==> src/rtl/dram_ctl_pkg.sv <==
package dram_ctl_pkg;
  typedef enum logic [2:0] {
    S_IDLE, S_RSET, S_RCD, S_CSET, S_CAS, S_PRE, S_FSET, S_FRAS
  } seq_state_t;

  typedef enum logic [1:0] {
    SEL_ROW, SEL_COL, SEL_REF
  } addr_sel_t;
endpackage

==> src/rtl/dram_refresh_sched.sv <==
module dram_refresh_sched #(
  parameter int ROW_W    = 12,
  parameter int INTERVAL = 1562
) (
  input  logic             clk,
  input  logic             rst_n,
  input  logic             ref_ack,
  input  logic             ref_done,
  output logic             ref_pending,
  output logic [ROW_W-1:0] ref_row
);
  localparam int TW = (INTERVAL > 2) ? $clog2(INTERVAL) : 1;
  localparam logic [TW-1:0] LAST = TW'(INTERVAL - 1);

  logic [TW-1:0]    timer_q, timer_d;
  logic             pend_q, pend_d;
  logic [ROW_W-1:0] row_q, row_d;
  logic             tick;

  assign tick = (timer_q == LAST);

  always_comb begin
    timer_d = tick ? '0 : timer_q + TW'(1);
    pend_d  = pend_q;
    if (ref_ack) pend_d = 1'b0;
    if (tick)    pend_d = 1'b1;
    row_d   = row_q + ROW_W'(1);
  end

  always_ff @(posedge clk or negedge rst_n) begin
    if (!rst_n) begin
      timer_q <= '0;
      pend_q  <= 1'b0;
      row_q   <= '0;
    end else begin
      timer_q <= timer_d;
      pend_q  <= pend_d;
      if (ref_done) row_q <= row_d;
    end
  end

  assign ref_pending = pend_q;
  assign ref_row     = row_q;


  no_lost_tick_chk: assert property (@(posedge clk) disable iff (!rst_n)
    tick |-> !pend_q);


  ack_needs_pending_chk: assert property (@(posedge clk) disable iff (!rst_n)
    ref_ack |-> pend_q);
endmodule

==> src/rtl/dram_seq_fsm.sv <==
module dram_seq_fsm
  import dram_ctl_pkg::*;
#(
  parameter int T_RCD = 2,
  parameter int T_CAS = 2,
  parameter int T_RP  = 2
) (
  input  logic      clk,
  input  logic      rst_n,
  input  logic      req_valid,
  input  logic      ref_pending,
  input  logic      lat_wr,
  output logic      req_ready,
  output logic      accept,
  output logic      ref_ack,
  output logic      ref_done,
  output logic      cap_en,
  output addr_sel_t addr_sel,
  output logic      ras_n,
  output logic      cas_n,
  output logic      we_n,
  output logic      dq_oe
);
  localparam int REF_LOW = T_RCD + T_CAS;
  localparam int MAXD    = (REF_LOW > T_RP) ? REF_LOW : T_RP;
  localparam int CW      = $clog2(MAXD + 1);
  localparam logic [CW-1:0] LD_RCD = CW'(T_RCD - 1);
  localparam logic [CW-1:0] LD_CAS = CW'(T_CAS - 1);
  localparam logic [CW-1:0] LD_RP  = CW'(T_RP - 1);
  localparam logic [CW-1:0] LD_REF = CW'(REF_LOW - 1);

  seq_state_t    state_q, state_d;
  logic [CW-1:0] cnt_q, cnt_d;
  logic          cnt_zero;

  assign cnt_zero  = (cnt_q == '0);
  assign req_ready = (state_q == S_IDLE) && !ref_pending;
  assign accept    = req_ready && req_valid;
  assign ref_ack   = (state_q == S_FSET);
  assign ref_done  = (state_q == S_FRAS) && cnt_zero;
  assign cap_en    = (state_q == S_CAS) && cnt_zero && !lat_wr;

  always_comb begin
    state_d = state_q;
    cnt_d   = cnt_zero ? '0 : cnt_q - CW'(1);
    case (state_q)
      S_IDLE: begin
        if (ref_pending) state_d = S_FSET;
        else if (req_valid) state_d = S_RSET;
      end
      S_RSET: begin
        state_d = S_RCD;
        cnt_d   = LD_RCD;
      end
      S_RCD:  if (cnt_zero) state_d = S_CSET;
      S_CSET: begin
        state_d = S_CAS;
        cnt_d   = LD_CAS;
      end
      S_CAS: if (cnt_zero) begin
        state_d = S_PRE;
        cnt_d   = LD_RP;
      end
      S_PRE: if (cnt_zero) state_d = ref_pending ? S_FSET : S_IDLE;
      S_FSET: begin
        state_d = S_FRAS;
        cnt_d   = LD_REF;
      end
      S_FRAS: if (cnt_zero) begin
        state_d = S_PRE;
        cnt_d   = LD_RP;
      end
      default: state_d = S_IDLE;
    endcase
  end

  always_comb begin
    ras_n    = 1'b1;
    cas_n    = 1'b1;
    we_n     = 1'b1;
    dq_oe    = 1'b0;
    addr_sel = SEL_ROW;
    case (state_q)
      S_RCD:  ras_n = 1'b0;
      S_CSET: begin
        ras_n    = 1'b0;
        addr_sel = SEL_COL;
        we_n     = !lat_wr;
        dq_oe    = lat_wr;
      end
      S_CAS: begin
        ras_n    = 1'b0;
        cas_n    = 1'b0;
        addr_sel = SEL_COL;
        we_n     = !lat_wr;
        dq_oe    = lat_wr;
      end
      S_FSET: addr_sel = SEL_REF;
      S_FRAS: begin
        ras_n    = 1'b0;
        addr_sel = SEL_REF;
      end
      default: ;
    endcase
  end

  always_ff @(posedge clk or negedge rst_n) begin
    if (!rst_n) begin
      state_q <= S_IDLE;
      cnt_q   <= '0;
    end else begin
      state_q <= state_d;
      cnt_q   <= cnt_d;
    end
  end


  cas_needs_ras_chk: assert property (@(posedge clk) disable iff (!rst_n)
    !cas_n |-> !ras_n);


  we_hold_chk: assert property (@(posedge clk) disable iff (!rst_n)
    (!cas_n && $past(!cas_n)) |-> $stable(we_n));


  busy_after_accept_chk: assert property (@(posedge clk) disable iff (!rst_n)
    accept |=> !req_ready);
endmodule

==> src/rtl/dram_datapath.sv <==
module dram_datapath
  import dram_ctl_pkg::*;
#(
  parameter int ADDR_W = 12,
  parameter int DATA_W = 16
) (
  input  logic                clk,
  input  logic                rst_n,
  input  logic                accept,
  input  logic [2*ADDR_W-1:0] req_addr,
  input  logic                req_wr,
  input  logic [DATA_W-1:0]   req_wdata,
  input  addr_sel_t           addr_sel,
  input  logic [ADDR_W-1:0]   ref_row,
  input  logic                cap_en,
  input  logic [DATA_W-1:0]   dq_in,
  output logic                lat_wr,
  output logic [ADDR_W-1:0]   dram_addr,
  output logic [DATA_W-1:0]   dq_out,
  output logic [DATA_W-1:0]   rdata,
  output logic                rvalid
);
  logic [2*ADDR_W-1:0] addr_q;
  logic [DATA_W-1:0]   wdata_q, rdata_q;
  logic                wr_q, rvalid_q;

  always_ff @(posedge clk or negedge rst_n) begin
    if (!rst_n) begin
      addr_q  <= '0;
      wdata_q <= '0;
      wr_q    <= 1'b0;
    end else if (accept) begin
      addr_q  <= req_addr;
      wdata_q <= req_wdata;
      wr_q    <= req_wr;
    end
  end

  always_ff @(posedge clk or negedge rst_n) begin
    if (!rst_n) begin
      rdata_q  <= '0;
      rvalid_q <= 1'b0;
    end else begin
      rvalid_q <= cap_en;
      if (cap_en) rdata_q <= dq_in;
    end
  end

  always_comb begin
    case (addr_sel)
      SEL_COL: dram_addr = addr_q[ADDR_W-1:0];
      SEL_REF: dram_addr = ref_row;
      default: dram_addr = addr_q[2*ADDR_W-1:ADDR_W];
    endcase
  end

  assign lat_wr = wr_q;
  assign dq_out = wdata_q;
  assign rdata  = rdata_q;
  assign rvalid = rvalid_q;


  rvalid_pulse_chk: assert property (@(posedge clk) disable iff (!rst_n)
    rvalid_q |=> !rvalid_q);
endmodule

==> src/rtl/dram_ctl.sv <==
module dram_ctl
  import dram_ctl_pkg::*;
#(
  parameter int ADDR_W       = 12,
  parameter int DATA_W       = 16,
  parameter int CLK_KHZ      = 100000,
  parameter int RETENTION_MS = 64,
  parameter int T_RCD        = 2,
  parameter int T_CAS        = 2,
  parameter int T_RP         = 2
) (
  input  logic                clk,
  input  logic                rst_n,
  input  logic                req_valid,
  output logic                req_ready,
  input  logic                req_wr,
  input  logic [2*ADDR_W-1:0] req_addr,
  input  logic [DATA_W-1:0]   req_wdata,
  output logic                rsp_valid,
  output logic [DATA_W-1:0]   rsp_rdata,
  output logic [ADDR_W-1:0]   dram_addr,
  output logic                dram_ras_n,
  output logic                dram_cas_n,
  output logic                dram_we_n,
  output logic [DATA_W-1:0]   dram_dq_out,
  output logic                dram_dq_oe,
  input  logic [DATA_W-1:0]   dram_dq_in
);
  localparam int ROWS         = 1 << ADDR_W;
  localparam int WINDOW_CYC   = CLK_KHZ * RETENTION_MS;
  localparam int SLACK        = 4 + T_RCD + T_CAS + T_RP;
  localparam int REF_INTERVAL = (WINDOW_CYC - SLACK) / ROWS;

  logic [1:0]        rst_sync;
  logic              rst_sync_n;
  logic              accept, ref_ack, ref_done, cap_en, ref_pending, lat_wr;
  logic [ADDR_W-1:0] ref_row;
  addr_sel_t         addr_sel;

  always_ff @(posedge clk or negedge rst_n) begin
    if (!rst_n) rst_sync <= 2'b00;
    else        rst_sync <= {rst_sync[0], 1'b1};
  end
  assign rst_sync_n = rst_sync[1];

  dram_refresh_sched #(
    .ROW_W    (ADDR_W),
    .INTERVAL (REF_INTERVAL)
  ) u_sched (
    .clk         (clk),
    .rst_n       (rst_sync_n),
    .ref_ack     (ref_ack),
    .ref_done    (ref_done),
    .ref_pending (ref_pending),
    .ref_row     (ref_row)
  );

  dram_seq_fsm #(
    .T_RCD (T_RCD),
    .T_CAS (T_CAS),
    .T_RP  (T_RP)
  ) u_fsm (
    .clk         (clk),
    .rst_n       (rst_sync_n),
    .req_valid   (req_valid),
    .ref_pending (ref_pending),
    .lat_wr      (lat_wr),
    .req_ready   (req_ready),
    .accept      (accept),
    .ref_ack     (ref_ack),
    .ref_done    (ref_done),
    .cap_en      (cap_en),
    .addr_sel    (addr_sel),
    .ras_n       (dram_ras_n),
    .cas_n       (dram_cas_n),
    .we_n        (dram_we_n),
    .dq_oe       (dram_dq_oe)
  );

  dram_datapath #(
    .ADDR_W (ADDR_W),
    .DATA_W (DATA_W)
  ) u_dp (
    .clk       (clk),
    .rst_n     (rst_sync_n),
    .accept    (accept),
    .req_addr  (req_addr),
    .req_wr    (req_wr),
    .req_wdata (req_wdata),
    .addr_sel  (addr_sel),
    .ref_row   (ref_row),
    .cap_en    (cap_en),
    .dq_in     (dram_dq_in),
    .lat_wr    (lat_wr),
    .dram_addr (dram_addr),
    .dq_out    (dram_dq_out),
    .rdata     (rsp_rdata),
    .rvalid    (rsp_valid)
  );


  row_setup_chk: assert property (@(posedge clk) disable iff (!rst_sync_n)
    $fell(dram_ras_n) |-> $stable(dram_addr));


  col_setup_chk: assert property (@(posedge clk) disable iff (!rst_sync_n)
    $fell(dram_cas_n) |-> ($stable(dram_addr) && $stable(dram_we_n)));


  drive_only_write_chk: assert property (@(posedge clk) disable iff (!rst_sync_n)
    dram_dq_oe |-> !dram_we_n);
endmodule

==> config.mk <==
export PLATFORM = sky130hd
export DESIGN_NAME = dram_ctl
export DESIGN_NICKNAME = d
export VERILOG_FILES = /design/src/rtl/dram_ctl_pkg.sv /design/src/rtl/dram_refresh_sched.sv /design/src/rtl/dram_seq_fsm.sv /design/src/rtl/dram_datapath.sv /design/src/rtl/dram_ctl.sv
export SDC_FILE = /design/constraint.sdc
export NUM_CORES = 1
export LEC_CHECK = 0
export ABC_CLOCK_PERIOD_IN_PS = 3500
export BUFFER_PORTS_ARGS = -buffer_cell sky130_fd_sc_hd__buf_4
export CORE_MARGIN = 10
export CORE_UTILIZATION = 36
export CTS_BUF_LIST = sky130_fd_sc_hd__clkbuf_8
export CTS_CLUSTER_DIAMETER = 60
export DETAILED_ROUTE_END_ITERATION = 16
export HOLD_SLACK_MARGIN = 0.03
export PLACE_DENSITY = 0.68
export SKIP_CTS_REPAIR_TIMING = 1
export SYNTH_ARGS = -nofsm -noshare
export SYNTH_HDL_FRONTEND = slang
export SYNTH_HIERARCHICAL = 1
export SYNTH_SLANG_ARGS = --single-unit
export TNS_END_PERCENT = 20
==> constraint.sdc <==
create_clock -name clk -period 3.5 [get_ports clk]
set_input_delay 0.175 -clock clk [delete_from_list [all_inputs] [get_ports clk]]
set_output_delay 0.175 -clock clk [all_outputs]
set_load 0.01 [all_outputs]
* After elaboration in Yosys (flattened, before gate mapping)
Cells that the tools add are included.
Storage, ports and cells: register bits after elaboration 90, latch bits 0, RAM bits 0, bits in read-only memories 0, bits of input ports 60, output and inout bits 50, logic and storage cells 63, memories kept 0
Cells by class: add/sub/neg operators 3, multiply operators 0, divide/modulo/power cells 0, $lt $le $gt $ge 0, eq/ne operators 14, shifts and indexed selects 0, mux-type cells 19, bitwise gates (word level) 0, reductions and logical operators 16
Operators with widths (count):
- 3-bit two-way mux | 8
- 12-bit one-hot mux with 2 select lines | 1
- 3-bit one-hot mux with 7 select lines | 1
- 12-bit by 1-bit adder with 12-bit output, second input constant | 1
- 3-bit == test, second input constant | 4
- 11-bit by 1-bit adder with 11-bit output, second input constant | 1
- 11-bit == test, second input constant | 1
- 11-bit two-way mux | 1
- 3-bit one-hot mux with 3 select lines | 1
- 2-bit OR reduction | 4
- 3-bit by 2-bit == test with 1-bit output, second input constant | 2
- 3-bit zero test | 2
- 1-bit two-way mux | 6
- 2-bit by 1-bit inequality test with 1-bit output, second input constant | 3
- 1-bit logical AND | 5
- 2-bit one-hot mux with 2 select lines | 1
- 4-bit AND reduction | 1
- 4-bit OR reduction | 1
- 3-bit by 1-bit == test with 1-bit output, second input constant | 1
- 3-bit inequality test, second input constant | 1
- 3-bit by 1-bit subtractor with 3-bit output, second input constant | 1
- 2-bit by 1-bit == test with 1-bit output, second input constant | 1
- 2-bit == test, second input constant | 1
- 1-bit zero test | 2
- 2-bit nonzero test | 1

* Logic depth before layout (Yosys ltp)
depth in word-level cells 5, gate-level depth with buffers 8, depth with buffers taken out 7

* Hierarchy
Netlist, hierarchy kept.
Modules (own cells, without submodules):
- dram_datapath | instances 1, cells each 166, area each 2642.5 µm², sequential area each 1451.4 µm²
- dram_refresh_sched | instances 1, cells each 95, area each 1089.8 µm², sequential area each 600.6 µm²
- dram_seq_fsm | instances 1, cells each 59, area each 504.2 µm², sequential area each 150.1 µm²
- dram_ctl | instances 1, cells each 3, area each 53.8 µm², sequential area each 50.0 µm²

* Worst setup path after synthesis
No wires, ideal clock.
path type register to register, start register u_fsm.cnt_q[0], end register u_sched.row_q[11], in the netlist u_sched/ref_row[11], setup time 0.079 ns, data arrival time 1.833 ns, data required time 3.421 ns, setup slack 1.587 ns, stages on the path, launching flop included 8, buffers on the path 0, clock period less this slack 1.913 ns, path through dfrtp_1 > or2_1 > inv_2 > ha_1 > and3_1 > nand4_1 > nor4_1 > xor2_1
Between the ends: longest elaborated chain between the ends 2
RTL lines:
- from (decl) | line dram_seq_fsm.sv:33 | logic [CW-1:0] cnt_q, cnt_d;
- from (signal assigned) | line dram_seq_fsm.sv:113 | cnt_q <= cnt_d;
- 3-bit zero test | line dram_seq_fsm.sv:36 | assign cnt_zero = (cnt_q == '0);
- 1-bit logical AND | line dram_seq_fsm.sv:40 | assign ref_done = (state_q == S_FRAS) && cnt_zero;
- named net ref_done | line dram_ctl.sv:36 | logic accept, ref_ack, ref_done, cap_en, ref_pending, lat_wr;
- to (signal assigned) | line dram_refresh_sched.sv:38 | if (ref_done) row_q <= row_d;
- to (decl) | line dram_refresh_sched.sv:17 | logic [ROW_W-1:0] row_q, row_d;
The timed path passes the listed nets, and every way through them passes these cells. A chain may end at the register's enable or synchronous reset.

* Final worst setup path
start register u_fsm.state_q[0], end output dram_addr[10]
Between the ends: longest elaborated chain between the ends 5, elaborated cells on any way between the ends 10, those cells by class 6 x eq/ne; 2 x mux; 2 x reduce/logical
RTL lines:
- from (decl) | line dram_seq_fsm.sv:32 | seq_state_t state_q, state_d;
- from (signal assigned) | line dram_seq_fsm.sv:112 | state_q <= state_d;
- 3-bit == test / 3-bit by 2-bit == test with 1-bit output (equally long branches) | line dram_seq_fsm.sv:83 | case (state_q)
- 2-bit OR reduction (no line)
- 2-bit one-hot mux with 2 select lines (*) | line dram_seq_fsm.sv:83
- named net addr_sel[0] | line dram_ctl.sv:38 | addr_sel_t addr_sel;
- 2-bit == test / 2-bit by 1-bit == test with 1-bit output (equally long branches) | line dram_datapath.sv:50 | case (addr_sel)
- 12-bit one-hot mux with 2 select lines (*) | line dram_datapath.sv:50
- to (decl) | line dram_ctl.sv:21 | output logic [ADDR_W-1:0] dram_addr,
Mark *: on every way through the listed nets, which the timed path passes. The rest lies on a longest branch.

==> flow_summary.ini <==
[global_route]
grt_pass1_vias = 2864
grt_util_met3_pct = 4.649
grt_max_degree = 64
grt_util_met2_pct = 17.57
grt_util_met1_pct = 14.90
grt_usage_pct = 11.52
grt.overflow.total = 0
top_usage_layer = met2
grt_pass1_wl_mm = 15.34
antenna_found_initial = 0

[worst_setup_path]
crit_family = adder cells
path_buf_inv = 2
required_ns = 3.32
critPathCaptureType = output port
critPathMaxStageDelay_ns = 0.70
cp_cell_sequence = nor2b_1 -> a22o_1 -> inv_1 -> ha_1 -> nand2_1 -> o21ai_0 -> buf_4
setup.worst_path.start = u_fsm/state_q[0]
r2r_start = u_fsm/state_q[0]
cp_max_fo = 24
rr_worst_depth = 4
worstSetupPathType = reg2out
critPathSlowestCell = ha_1
r2r_slack_ns = 1.15
r2r_end = u_dp/addr_q[20]
path_depth = 7
worstPathArrival_ns = 2.70
setup.worst_path.start_class = flop
endpoint = dram_addr[10]

[floorplan]
die_w_um = 129.2
ioPinCount = 110
core-area_mm2 = 0.01156
fp-row-count = 39
fp.dieH_um = 129.2
fp.dieArea_mm2 = 0.01668
start_util_pct = 37.10

[layout]
seq_area_mm2 = 0.002256
post-route-util_pct = 48.74
antenna_cells = 0
fill_cells = 1002
layout-drive-gt1-share_pct = 42.55
multiInputGateArea_mm2 = 0.001827
nets = 525
syn2layout_area_growth_pct = 31.38

[logic_synthesis]
synth_top_area_share_pct = 52.49
yosysSeqAreaShare_pct = 52.49
yosys.area.top_type = dfrtp_1
synth_nets = 390
syn_area_mm2 = 0.004290
synthFlopType = dfrtp_1
synth_cell_types = 51
yosysMostFrequentCell = dfrtp_1
synthTopCellsByArea = dfrtp_1, mux2_4, a22oi_1
synth-async-reset-ratio_pct = 100.0
yosys_warnings = 6
syn-instance-count = 323
syn_avg_cell_area_um2 = 13.28
synth_edf_count = 0
synth_seq_cells = 90
synth_common_cells = dfrtp_1, mux2_4, nand2_1

[timing]
drv_slew = 0
setup_viol = 0
setup_tns_ns = 0
fin_crit_sh_pct = 82.17
rsz0062_at_grt = no
worst_pin_slew_ns = 0.8471
fin_crit_ns = 2.876
slew_headroom_pct = 43.53
max_freq_ghz = 0.3477
clock_skew_ns = 0.009141
finalHoldViolCount = 0

[power]
p_leak_uw = 0.002673
powerDensity_mw_per_mm2 = 812.7
ir_worst_vdd_v = 0.0002990

[clocking]
cts-buffers-inserted = 9
cts_root_buffer = clkbuf_8
htree_levels = 3
clk_pin_slew_ns = 0.09
cts_max_path_buffers = 2
cts_tree = yes
cts.sinks = 90
clk_latency_ns = 0.36

[place]
portBuffers = 109
globalplace.congestion = 0.7883
hpwl_mm = 7.515

[detailed_routing]
vias_per_cell = 4.876
ant_nets = 0
wl_per_cell_um = 17.43
wl_mm = 10.56
dr.first_iter.drc_count = 183
vias = 2955
drc = 0
drtPass1Iterations = 4

[outcome]
status = finished clean

[min_path]
hold_class = in2reg

[run]
maxCapViolCount = 0
==> registers in the layout (all words and copies together) (netlist names) <==
register             count
rst_sync                 2
u_sched/ref_pending      1
u_dp/addr_q             24
u_dp/rvalid              1
u_dp/lat_wr              1
u_dp/dq_out             16
u_fsm/state_q            3
u_dp/rdata              16
u_fsm/cnt_q              3
u_sched/timer_q         11
u_sched/ref_row         12
==> area by class of cell <==
| class | count | area share (%) |
|---|---|---|
| Clock inverter | 6 | 1.154 |
| Clock buffer | 10 | 2.442 |
| Tap cell | 143 | 3.174 |
| Multi-Input combinational cell | 205 | 32.41 |
| Sequential cell | 90 | 40.02 |
| Timing Repair Buffer | 139 | 19.93 |
| Inverter | 13 | 0.8657 |
==> per-layer routing <==
layer  vias to the layer above  part of all wire (%)
met5                         -                     0
met4                         0                  0.78
met3                        10                   7.6
met2                        79                    48
met1                      1455                    44
li1                       1411                     -
==> cell families (layout without fill, tap and decap cells) <==
| logic type | count (synthesis) | in the layout | share of synthesized area, % |
|---|---|---|---|
| AOI/OAI and AO/OA | 48 | 48 | 7.641 |
| adders and majority gates | 7 | 7 | 2.041 |
| buffers and inverters | 28 | 168 | 5.074 |
| and+or+nand+nor | 72 | 72 | 9.186 |
| xor gates and xnor gates | 19 | 19 | 3.879 |
| muxes | 58 | 58 | 19.60 |
| DFF | 90 | 90 | 52.49 |
| other | 1 | 1 | 0.08741 |
==> cells in the final DEF, fill, tap and decap left out, types with 2 or more instances in the layout <==
| cell type | synthesis | routed |
|---|---|---|
| buf_4 | 1 | 111 |
| dfrtp_1 | 90 | 89 |
| mux2_4 | 50 | 50 |
| dlygate4sd3_1 | 0 | 27 |
| nand2_1 | 22 | 22 |
| o21ai_0 | 14 | 14 |
| inv_1 | 11 | 12 |
| a22oi_1 | 12 | 12 |
| nor2_1 | 12 | 12 |
| clkbuf_8 | 0 | 10 |
| xor2_1 | 10 | 10 |
| xnor2_1 | 9 | 9 |
| mux2_2 | 8 | 8 |
| ha_1 | 7 | 7 |
| nand3_1 | 6 | 6 |
| a21oi_1 | 4 | 4 |
| nand4_1 | 4 | 4 |
| nor3_1 | 4 | 4 |
| o31ai_1 | 3 | 3 |
| and2_1 | 4 | 3 |
| clkinv_4 | 0 | 2 |
| inv_2 | 2 | 2 |
| a22o_1 | 2 | 2 |
| nor2b_1 | 2 | 2 |
| o22ai_1 | 2 | 2 |
| and3_1 | 2 | 2 |
| o21ai_1 | 2 | 2 |
| nor4_1 | 2 | 2 |
| or4_1 | 2 | 2 |
==> where the power goes <==
group	leakage (uW)	total [uW]	internal, uW	switching (uW)
clock	0.000108	720	351	369
sequential	0.00112	1760	1420	337
combinational	0.00144	2100	1190	911
==> worst min path at each step <==
stage          slack [ns]  cells after the start   startpoint             end
5_1_grt              0.03                      2  req_addr[1]  u_dp/addr_q[1]
2_1_floorplan       -0.12                      0        rst_n     rst_sync[0]
4_1_cts             -0.44                      1        rst_n     rst_sync[1]
3_3_place_gp        -0.04                      1        rst_n     rst_sync[0]
6_report             0.04                      2  req_addr[1]  u_dp/addr_q[1]
3_5_place_dp        -0.04                      1        rst_n     rst_sync[0]
==> stage by stage <==
stage / setup WS [ns] / total power [uW] / instance area, um2 / cells / hold WS [ns]
after floorplan: 0.8076 / 3023 / 4290 / 323 / -0.1206
after global placement: 1.046 / 3804 / 5164 / 563 / -0.04128
after detailed placement: 1.044 / 3854 / 5164 / 563 / -0.04133
after CTS: 0.6223 / 4605 / 5366 / 579 / -0.4411
after global routing: 0.4146 / 4857 / 5637 / 606 / 0.02502
final: 0.6241 / 4581 / 5637 / 606 / 0.04489
(Power assumes the default switching activity.)
